`config.mk`:
```
export PLATFORM = sky130hd
export DESIGN_NAME = gpio_lock_ctrl
export DESIGN_NICKNAME = d
export VERILOG_FILES = /design/src/rtl/gpl_pkg.sv /design/src/rtl/gpl_sync.sv /design/src/rtl/gpl_line.sv /design/src/rtl/gpl_irq_word.sv /design/src/rtl/gpio_lock_ctrl.sv
export SDC_FILE = /design/constraint.sdc
export NUM_CORES = 2
export LEC_CHECK = 0
export CAP_MARGIN = 20
export CORE_MARGIN = 1
export CORE_UTILIZATION = 44
export DETAILED_ROUTE_END_ITERATION = 6
export GPL_TIMING_DRIVEN = 0
export HOLD_SLACK_MARGIN = 0.02
export MAX_ROUTING_LAYER = met4
export RECOVER_POWER = 50
export SYNTH_ARGS = -nofsm -noshare
export SYNTH_HDL_FRONTEND = slang
export SYNTH_HIERARCHICAL = 1
export SYNTH_SLANG_ARGS = --single-unit
```
`constraint.sdc`:
```
create_clock -name clk -period 3.6 [get_ports clk]
set_input_delay 0.72 -clock clk [delete_from_list [all_inputs] [get_ports clk]]
set_output_delay 0.72 -clock clk [all_outputs]
set_load 0.01 [all_outputs]
```
`src/rtl/gpl_pkg.sv`:
```
package gpl_pkg;
    localparam int CFG_DRIVE_BIT = 0;
    localparam int CFG_LEVEL_BIT = 1;
    localparam int CFG_TXDIS_BIT = 3;
    localparam int CFG_RXDIS_BIT = 4;
    localparam int CFG_MODE_LSB  = 22;
    localparam int MODE_W        = 4;

    typedef enum logic [MODE_W-1:0] {
        MODE_LEVEL = 4'd0,
        MODE_EDGE  = 4'd1,
        MODE_OFF   = 4'd2
    } irq_mode_e;

    typedef enum logic [0:0] {
        ST_CAPTURE = 1'b0,
        ST_RUN     = 1'b1
    } ctl_state_e;
endpackage

```
`src/rtl/gpl_sync.sv`:
```
module gpl_sync #(
    parameter int WIDTH = 128
) (
    input  logic             clk,
    input  logic             rst_n,
    input  logic [WIDTH-1:0] async_i,
    output logic [WIDTH-1:0] sync_o
);
    logic [WIDTH-1:0] meta_q;
    logic [WIDTH-1:0] stable_q;

    always_ff @(posedge clk or negedge rst_n) begin
        if (!rst_n) begin
            meta_q   <= '0;
            stable_q <= '0;
        end else begin
            meta_q   <= async_i;
            stable_q <= meta_q;
        end
    end

    assign sync_o = stable_q;
endmodule

```
`src/rtl/gpl_line.sv`:
```
module gpl_line
    import gpl_pkg::*;
(
    input  logic              clk,
    input  logic              rst_n,
    input  logic              wr_en,
    input  logic              wr_drive,
    input  logic              wr_txdis,
    input  logic              wr_rxdis,
    input  logic [MODE_W-1:0] wr_mode,
    input  logic              lvl_i,
    output logic              drive_o,
    output logic              oe_o,
    output logic [31:0]       cfg_o,
    output logic              hit_o
);
    logic              drive_q;
    logic              txdis_q;
    logic              rxdis_q;
    logic [MODE_W-1:0] mode_q;
    logic              prev_q;
    logic              rx_lvl;

    always_ff @(posedge clk or negedge rst_n) begin
        if (!rst_n) begin
            drive_q <= 1'b0;
            txdis_q <= 1'b1;
            rxdis_q <= 1'b1;
            mode_q  <= MODE_OFF;
            prev_q  <= 1'b0;
        end else begin
            prev_q <= lvl_i;
            if (wr_en) begin
                drive_q <= wr_drive;
                txdis_q <= wr_txdis;
                rxdis_q <= wr_rxdis;
                mode_q  <= wr_mode;
            end
        end
    end

    assign rx_lvl = lvl_i & ~rxdis_q;

    always_comb begin
        case (mode_q)
            MODE_LEVEL: hit_o = rx_lvl;
            MODE_EDGE:  hit_o = rx_lvl & ~prev_q;
            default:    hit_o = 1'b0;
        endcase
    end

    always_comb begin
        cfg_o = '0;
        cfg_o[CFG_DRIVE_BIT]                 = drive_q;
        cfg_o[CFG_LEVEL_BIT]                 = rx_lvl;
        cfg_o[CFG_TXDIS_BIT]                 = txdis_q;
        cfg_o[CFG_RXDIS_BIT]                 = rxdis_q;
        cfg_o[CFG_MODE_LSB +: MODE_W]        = mode_q;
    end

    assign drive_o = drive_q;
    assign oe_o    = ~txdis_q;
endmodule

```
`src/rtl/gpl_irq_word.sv`:
```
module gpl_irq_word #(
    parameter int LANES = 32
) (
    input  logic             clk,
    input  logic             rst_n,
    input  logic [LANES-1:0] hit_i,
    input  logic             st_we,
    input  logic             en_we,
    input  logic [LANES-1:0] wdata,
    output logic [LANES-1:0] status_o,
    output logic [LANES-1:0] enable_o,
    output logic             pend_o
);
    logic [LANES-1:0] status_q;
    logic [LANES-1:0] enable_q;
    logic [LANES-1:0] keep_mask;

    assign keep_mask = st_we ? wdata : '1;

    always_ff @(posedge clk or negedge rst_n) begin
        if (!rst_n) begin
            status_q <= '0;
            enable_q <= '0;
        end else begin
            status_q <= (status_q & keep_mask) | hit_i;
            if (en_we) begin
                enable_q <= wdata;
            end
        end
    end

    assign status_o = status_q;
    assign enable_o = enable_q;
    assign pend_o   = |(status_q & enable_q);
endmodule

```
`src/rtl/gpio_lock_ctrl.sv`:
```
module gpio_lock_ctrl
    import gpl_pkg::*;
#(
    parameter int NUM_LINES = 128,
    parameter int ADDR_W    = 10,
    parameter int CFG_BASE  = 512
) (
    input  logic                 clk,
    input  logic                 rst_n,
    input  logic                 bus_sel,
    input  logic                 bus_wr,
    input  logic [ADDR_W-1:0]    bus_addr,
    input  logic [31:0]          bus_wdata,
    output logic [31:0]          bus_rdata,
    input  logic [NUM_LINES-1:0] lock_strap,
    input  logic [NUM_LINES-1:0] gpio_in,
    output logic [NUM_LINES-1:0] gpio_out,
    output logic [NUM_LINES-1:0] gpio_oe,
    output logic                 irq_o
);
    localparam int LANES     = 32;
    localparam int NUM_WORDS = NUM_LINES / LANES;
    localparam int WIDX_W    = (NUM_WORDS > 1) ? $clog2(NUM_WORDS) : 1;
    localparam int LIDX_W    = $clog2(NUM_LINES);
    localparam int GRP_LSB   = 4;
    localparam int CFG_LSB   = LIDX_W + 2;
    localparam logic [ADDR_W-1:0] A_PTR  = '0;
    localparam logic [ADDR_W-1:0] A_LOCK = ADDR_W'(16);
    localparam logic [ADDR_W-1:0] A_STAT = ADDR_W'(32);
    localparam logic [ADDR_W-1:0] A_EN   = ADDR_W'(48);
    localparam logic [ADDR_W-1:0] A_CFG  = ADDR_W'(CFG_BASE);

    // control state machine
    ctl_state_e state_q;
    ctl_state_e state_d;
    logic       capture_en;
    logic       bus_open;

    always_ff @(posedge clk or negedge rst_n) begin
        if (!rst_n) begin
            state_q <= ST_CAPTURE;
        end else begin
            state_q <= state_d;
        end
    end

    always_comb begin
        state_d    = state_q;
        capture_en = 1'b0;
        bus_open   = 1'b0;
        unique case (state_q)
            ST_CAPTURE: begin
                capture_en = 1'b1;
                state_d    = ST_RUN;   // capture_done
            end
            ST_RUN: begin
                bus_open = 1'b1;
            end
        endcase
    end

    // lock bitmap
    logic [NUM_LINES-1:0] lock_q;
    always_ff @(posedge clk or negedge rst_n) begin
        if (!rst_n) begin
            lock_q <= '0;
        end else if (capture_en) begin
            lock_q <= lock_strap;
        end
    end

    // address decode
    logic               aligned;
    logic               hit_ptr;
    logic               hit_lock;
    logic               hit_stat;
    logic               hit_en;
    logic               hit_cfg;
    logic [WIDX_W-1:0]  widx;
    logic [LIDX_W-1:0]  lidx;
    logic               wr_go;

    assign aligned  = (bus_addr[1:0] == 2'b00);
    assign hit_ptr  = (bus_addr == A_PTR);
    assign hit_lock = aligned && (bus_addr[ADDR_W-1:GRP_LSB] == A_LOCK[ADDR_W-1:GRP_LSB]);
    assign hit_stat = aligned && (bus_addr[ADDR_W-1:GRP_LSB] == A_STAT[ADDR_W-1:GRP_LSB]);
    assign hit_en   = aligned && (bus_addr[ADDR_W-1:GRP_LSB] == A_EN[ADDR_W-1:GRP_LSB]);
    assign hit_cfg  = aligned && (bus_addr[ADDR_W-1:CFG_LSB] == A_CFG[ADDR_W-1:CFG_LSB]);
    assign widx     = bus_addr[2 +: WIDX_W];
    assign lidx     = bus_addr[2 +: LIDX_W];
    assign wr_go    = bus_sel && bus_wr && bus_open;

    // input synchroniser
    logic [NUM_LINES-1:0] lvl_sync;
    gpl_sync #(.WIDTH(NUM_LINES)) u_sync (
        .clk     (clk),
        .rst_n   (rst_n),
        .async_i (gpio_in),
        .sync_o  (lvl_sync)
    );

    // per-line configuration
    logic [31:0]          cfg_rd [NUM_LINES];
    logic [NUM_LINES-1:0] hit_vec;

    for (genvar n = 0; n < NUM_LINES; n++) begin : g_line
        logic line_we;
        assign line_we = wr_go && hit_cfg && (lidx == LIDX_W'(n)) && !lock_q[n];
        gpl_line u_line (
            .clk      (clk),
            .rst_n    (rst_n),
            .wr_en    (line_we),
            .wr_drive (bus_wdata[CFG_DRIVE_BIT]),
            .wr_txdis (bus_wdata[CFG_TXDIS_BIT]),
            .wr_rxdis (bus_wdata[CFG_RXDIS_BIT]),
            .wr_mode  (bus_wdata[CFG_MODE_LSB +: MODE_W]),
            .lvl_i    (lvl_sync[n]),
            .drive_o  (gpio_out[n]),
            .oe_o     (gpio_oe[n]),
            .cfg_o    (cfg_rd[n]),
            .hit_o    (hit_vec[n])
        );
    end

    // interrupt status and enable words
    logic [LANES-1:0]     st_w   [NUM_WORDS];
    logic [LANES-1:0]     en_w   [NUM_WORDS];
    logic [LANES-1:0]     lock_w [NUM_WORDS];
    logic [NUM_WORDS-1:0] pend_w;
    logic [NUM_LINES-1:0] status_q;
    logic [NUM_LINES-1:0] enable_q;

    for (genvar w = 0; w < NUM_WORDS; w++) begin : g_word
        logic st_we;
        logic en_we;
        assign st_we = wr_go && hit_stat && (widx == WIDX_W'(w));
        assign en_we = wr_go && hit_en   && (widx == WIDX_W'(w));
        gpl_irq_word #(.LANES(LANES)) u_word (
            .clk      (clk),
            .rst_n    (rst_n),
            .hit_i    (hit_vec[w*LANES +: LANES]),
            .st_we    (st_we),
            .en_we    (en_we),
            .wdata    (bus_wdata),
            .status_o (st_w[w]),
            .enable_o (en_w[w]),
            .pend_o   (pend_w[w])
        );
        assign lock_w[w]                   = lock_q[w*LANES +: LANES];
        assign status_q[w*LANES +: LANES]  = st_w[w];
        assign enable_q[w*LANES +: LANES]  = en_w[w];
    end

    assign irq_o = |pend_w;

    // read path
    logic [31:0] rd_comb;
    always_comb begin
        rd_comb = '0;
        if (hit_ptr) begin
            rd_comb = 32'(CFG_BASE);
        end else if (hit_lock) begin
            rd_comb = lock_w[widx];
        end else if (hit_stat) begin
            rd_comb = st_w[widx];
        end else if (hit_en) begin
            rd_comb = en_w[widx];
        end else if (hit_cfg) begin
            rd_comb = cfg_rd[lidx];
        end
    end

    always_ff @(posedge clk or negedge rst_n) begin
        if (!rst_n) begin
            bus_rdata <= '0;
        end else if (bus_sel && !bus_wr) begin
            bus_rdata <= rd_comb;
        end
    end
endmodule

```
# Word level (Yosys, flattened, before mapping)

Index checks and enable logic that the tools add are counted.

Input bits: 302
Output and inout bits: 289
Logic and storage cells: 2256
Register bits after elaboration: 1697

Muxes and demuxes: 150
Bitwise operators: 654
Magnitude comparators: 2
Reductions and logical operators: 536
Equality and inequality tests: 261

Operator list:

| operator                                                         | number |
|---|---|
| 32-bit two-way mux                                               | 17 |
| 4-bit by 1-bit == test with 1-bit output (second input constant) | 128 |
| 4-bit logical NOT                                                | 128 |
| 7-bit == test (second input constant)                            | 64 |
| 1-bit NOT                                                        | 384 |
| 1-bit logical AND                                                | 274 |
| 1-bit bitwise AND                                                | 256 |
| 32-bit bitwise AND                                               | 8 |
| 1-bit one-hot mux with 2 select lines                            | 128 |
| 32-bit binary-select mux with 7-bit select                       | 1 |
| 7-bit by 6-bit == test with 1-bit output (second input constant) | 32 |
| 32-bit binary-select mux with 2-bit select                       | 3 |
| 1-bit logical NOT                                                | 129 |
| 32-bit bitwise OR                                                | 4 |
| 128-bit OR reduction                                             | 1 |
| 7-bit by 5-bit == test with 1-bit output (second input constant) | 16 |
| 7-bit by 4-bit == test with 1-bit output (second input constant) | 8 |
| 7-bit by 3-bit == test with 1-bit output (second input constant) | 4 |
| 7-bit by 2-bit == test with 1-bit output (second input constant) | 2 |
| 6-bit by 2-bit == test with 1-bit output (second input constant) | 2 |
| 10-bit logical NOT                                               | 1 |
| 8-bit >= comparator (second input constant)                      | 1 |
| 7-bit NOT with 8-bit output                                      | 1 |
| 7-bit by 1-bit == test with 1-bit output (second input constant) | 1 |
| 8 further kinds                                                  | 10 |

# Logic depth before layout (Yosys ltp)

Word-level depth: 10
Mapped depth: 12
Gate-level depth less buffers: 8

# By module

Netlist, hierarchy kept.

Modules (own cells, without submodules):

| module         | cells each | sequential area each (um^2) | area an instance (um^2) | instances |
|---|---|---|---|---|
| gpl_line       | 51         | 203.9                       | 553.0                   | 128 |
| gpio_lock_ctrl | 3242       | 4028.9                      | 42425.7                 | 1 |
| gpl_irq_word   | 188        | 1601.5                      | 2595.0                  | 4 |
| gpl_sync       | 256        | 6406.1                      | 6406.1                  | 1 |

# Worst setup path after synthesis

No wires, ideal clock.

Path kind: input to register
Start: input port bus_addr[5]
End: register g_line[126].u_line.drive_q
Library setup time: 0.125 ns
Slack: 0.685 ns
Data required time: 3.475 ns
Arrival time: 2.790 ns
Buffers on the path: 6
Cell stages on the path: 11
Path through: buf_4 -> buf_4 -> buf_2 -> buf_2 -> buf_2 -> nand2_1 -> nor2_1 -> nand2_1 -> nor3_1 -> buf_6 -> mux2_4

Cells in the longest elaborated chain, start to end: 3

Ends and longest elaborated chain:

| element                        | line                  | source |
|---|---|---|
| start, declared                | gpio_lock_ctrl.sv:12  | `input logic [ADDR_W-1:0] bus_addr,` |
| 7-bit == test                  | gpio_lock_ctrl.sv:108 | `assign line_we = wr_go && hit_cfg && (lidx == LIDX_W'(n)) && !lock_q[n];` |
| 1-bit logical AND (2 in a row) | gpio_lock_ctrl.sv:108 |  |
| via g_line[126].line_we        | gpio_lock_ctrl.sv:107 | `logic line_we;` |
| end signal, assigned           | gpl_line.sv:34        | `drive_q <= wr_drive;` |
| end, declared                  | gpl_line.sv:17        | `logic drive_q;` |

The timed path passes the listed nets, and every way through them passes these cells.
A chain may end at the register's enable or synchronous reset.

# Worst setup path in the final report

Start: input port bus_addr[4]
End: register g_line[127].u_line.mode_q[0]

Cells in the longest elaborated chain, start to end: 3

Ends and longest elaborated chain:

| element                        | line                  | source |
|---|---|---|
| 7-bit == test                  | gpio_lock_ctrl.sv:108 |  |
| 1-bit logical AND (2 in a row) | gpio_lock_ctrl.sv:108 |  |
| via g_line[127].line_we        | gpio_lock_ctrl.sv:107 |  |
| end signal, assigned           | gpl_line.sv:37        | `mode_q <= wr_mode;` |
| end, declared                  | gpl_line.sv:20        | `logic [MODE_W-1:0] mode_q;` |

The timed path passes the listed nets, and every way through them passes these cells.

==> results.yml <==
setup_path:
  rrSetupSlack_ps: 70
  critPathLaunchType: "input port"
  timing.rr.start: "state_q$_DFF_PN0_"
  critPathArrivalTime_ps: 4780
  crit_cells: 7
  critPathKind: "in2reg"
  crit_required_ps: 4390
  setup.worst_path.start: "bus_addr[4]"
  r2r_end: "g_line[119].u_line/mode_q[0]$_DFFE_PN0P_"
  cpLargestDelayFamily: "buffers and inverters"
  crit_end: "g_line[127].u_line/mode_q[0]$_DFFE_PN0P_"
  max_stage_delay_ps: 920
  rr_worst_depth: 7
  crit_chain: "dlygate4sd3_1 -> and2_2 -> clkbuf_2 -> nand2_2 -> nor4_4 -> buf_6 -> mux2_4"
  path_buf_inv: 3
  critPathSlowestCell: "clkbuf_2"
  critPathMaxFanout: 19
  endpoint_kind: "flop"
floorplanning:
  rows: 199
  die_x_um: 546
  die-area_um2: 298000
  ios: 591
  die_y_um: 546
  core_um2: 294000
  start_util_pct: 44.2
sta:
  rsz0062_at_grt: "yes"
  period_minus_slack_ps: 3990
  tightest_slew_ps: 1930
  drv_slew: 198
  setup_violations: 556
  max_freq_mhz: 251
  period_share_pct: 111
  slew-limit-headroom_pct: -28.4
  timing.final.hold_violations: 0
  holdWs_ps: 184
  finalWorstSetupSlack_ps: -391
  skew_ps: 100
logic_synthesis:
  synthDistinctLibCells: 68
  synth_seq_cells: 1697
  syn_inst: 10800
  async_flop_share_pct: 100
  synth-edff-count: 0
  synth_warnings: 6
  syn_area_um2: 130000
  postSynthAreaPerCell_um2: 12.1
  yosysSeqAreaShare_pct: 33.0
  synth_flop_cell: "dfrtp_1"
power:
  vdd_drop_max_uv: 387
  power.total_uw: 53700
  leakagePower_uw: 0.0795
  powerDensity_nw_per_um2: 330
run_status:
  violations: "design-rule violations, max-capacitance violations, max-slew violations, negative setup slack"
  status: "finished, violations left"
placement:
  dp_cells: 18300
  dp_hpwl_mm: 489
  place_area_um2: 153000
  place_congestion: 1.11
  port-buffer-count: 589
cells_and_area:
  register_area_um2: 43000
  multi_input_area_um2: 68300
  syn2layout_area_growth_pct: 25.2
  final_cell_area_um2: 163000
  instances_no_fill: 18800
  final_cell_mix: "3,733 x buf_4, 3,073 x conb_1, 1,296 x dfrtp_1"
  nNetsFinal: 14900
  drive_above_1_share_pct: 49.7
  layout_commonest_cell: "buf_4"
  n_fill_cell: 25900
drt:
  drt_drc_violations_left: 120
  drt-vias-per-instance: 4.99
  dr.pass1.iters: 7
  wire_per_inst_um: 33.0
  dr_total_vias: 93700
  ant_nets: 0
  wl_mm: 620
  drt-initial-drc-count: 10300
global_route:
  grt.overflow.total: 0
  grt_antenna_before_repair: 87
  grt_pass1_vias: 87000
  grt_usage_pct: 42.6
  grt_pass1_wl_mm: 808
  grt_start_max_net_pins: 179
clock_network:
  cts_root_buf: "clkbuf_16"
  clk_pin_slew_ps: 60
  cts_buffer_depth: 4
  htree_levels: 4
  cts.sink_count: 1697
  clock_latency_ps: 950
  tritoncts: "built"
  cts-buffers-inserted: 200
worst_hold_path:
  hp-start: "bus_wdata[3]"
  min_path_type: "in2reg"
run:
  drv_cap: 2
## layout make-up
cell class                      instances  share of cell area (%)
Antenna cell                           64                  0.0984
Buffer                               4170                    19.4
Clock buffer                          268                    3.48
Clock inverter                        107                   0.873
Inverter                              130                   0.301
Multi-Input combinational cell       7720                    42.0
Sequential cell                      1697                    26.4
Tap cell                             3919                    3.01
Timing Repair Buffer                  684                    4.44
## through the flow
step                      setup WS, ps   TNS, ps  utilization (%)
final                             -391    -65990             55.4
after global routing              -223    -11150             55.4
after CTS                         -224      -260             55.2
after detailed placement         -3480  -2706410             52.2
after global placement          -79460         -             51.7
after floorplan                    685         0                -
## cell usage after synthesis, types with 148 or more instances
| cell type | count | area (um^2) |
|---|---|---|
| nor3_1 | 279 | 1400 |
| o21ai_0 | 153 | 766 |
| buf_6 | 178 | 2000 |
| mux4_2 | 1102 | 24800 |
| dfrtp_1 | 1313 | 32900 |
| buf_4 | 3681 | 27600 |
| dfstp_2 | 384 | 10100 |
| buf_2 | 151 | 756 |
| mux2_2 | 279 | 3140 |
| nand2_1 | 459 | 1720 |
| nor2b_1 | 148 | 926 |
| o22ai_1 | 206 | 1290 |
| mux2_4 | 768 | 11500 |
| mux2i_1 | 215 | 2150 |
## power breakdown
part,internal [uW],switching (uW),leakage (uW)
clock network,12900,9300,0.00346
registers,19500,679,0.0205
logic,5240,6080,0.0556
total,37600,16100,0.0795
## layer usage
metal | GRT usage [%] | vias up | share of wire (%)
li1 | - | 39900 | -
met2 | 59.4 | 4462 | 42
met3 | 12.1 | 1357 | 9.6
met1 | 53.2 | 48000 | 40
met4 | 29.6 | 0 | 8.8
met5 | - | - | 0
## worst reg2reg max path, cell delays in order, from the launching register on
cell      delay (ps)
dfrtp_1          370
and3_1           300
and3_1           210
clkbuf_1         630
nand2_2          520
nor4_4           770
buf_6            270
mux2_4           320
## how the worst min path moves through the flow
stage | end | cells after the start
after floorplan | u_sync/sync_o[0]$_DFF_PN0_ | 0
after global placement | u_sync/sync_o[94]$_DFF_PN0_ | 0
after detailed placement | u_sync/sync_o[102]$_DFF_PN0_ | 0
after CTS | u_sync/meta_q[62]$_DFF_PN0_ | 1
after global routing | g_line[6].u_line/txdis_q$_DFFE_PN1P_ | 3
final | g_line[14].u_line/txdis_q$_DFFE_PN1P_ | 3
## logic make-up (layout without fill, tap and decap cells)
group | Yosys count | in the layout | synth area share [%]
simple gates | 1331 | 1331 | 5.14
compound gates | 943 | 943 | 5.03
flops | 1697 | 1697 | 33.0
other cells | 129 | 3137 | 0.372
mux | 2373 | 2373 | 32.1
buf+inv | 4305 | 5359 | 24.3
## registers in the layout, summed over array words and instances, names as in the netlist
name and count:
g_line.u_line/drive_o 128, g_line.u_line/rxdis_q 128, state_q 1, g_line.u_line/txdis_q 128
u_sync/meta_q 128, bus_rdata 32, g_word.u_word/status_o 128, lock_q 128
u_sync/sync_o 128, g_word.u_word/enable_o 128, g_line.u_line/prev_q 128, g_line.u_line/mode_q 512
## timing repair
| action | in CTS | in global routing |
|---|---|---|
| pin swaps | 19 | 17 |
| endpoints found under the hold margin | 60 | 0 |
| endpoints found under the setup margin | 1132 | 482 |
| setup buffers | 5 | 1 |
| hold buffers | 2 | 0 |
| gates cloned | 0 | 2 |
| resized for setup | 455 | 91 |
No activity file was read; power rests on OpenSTA's default activity.
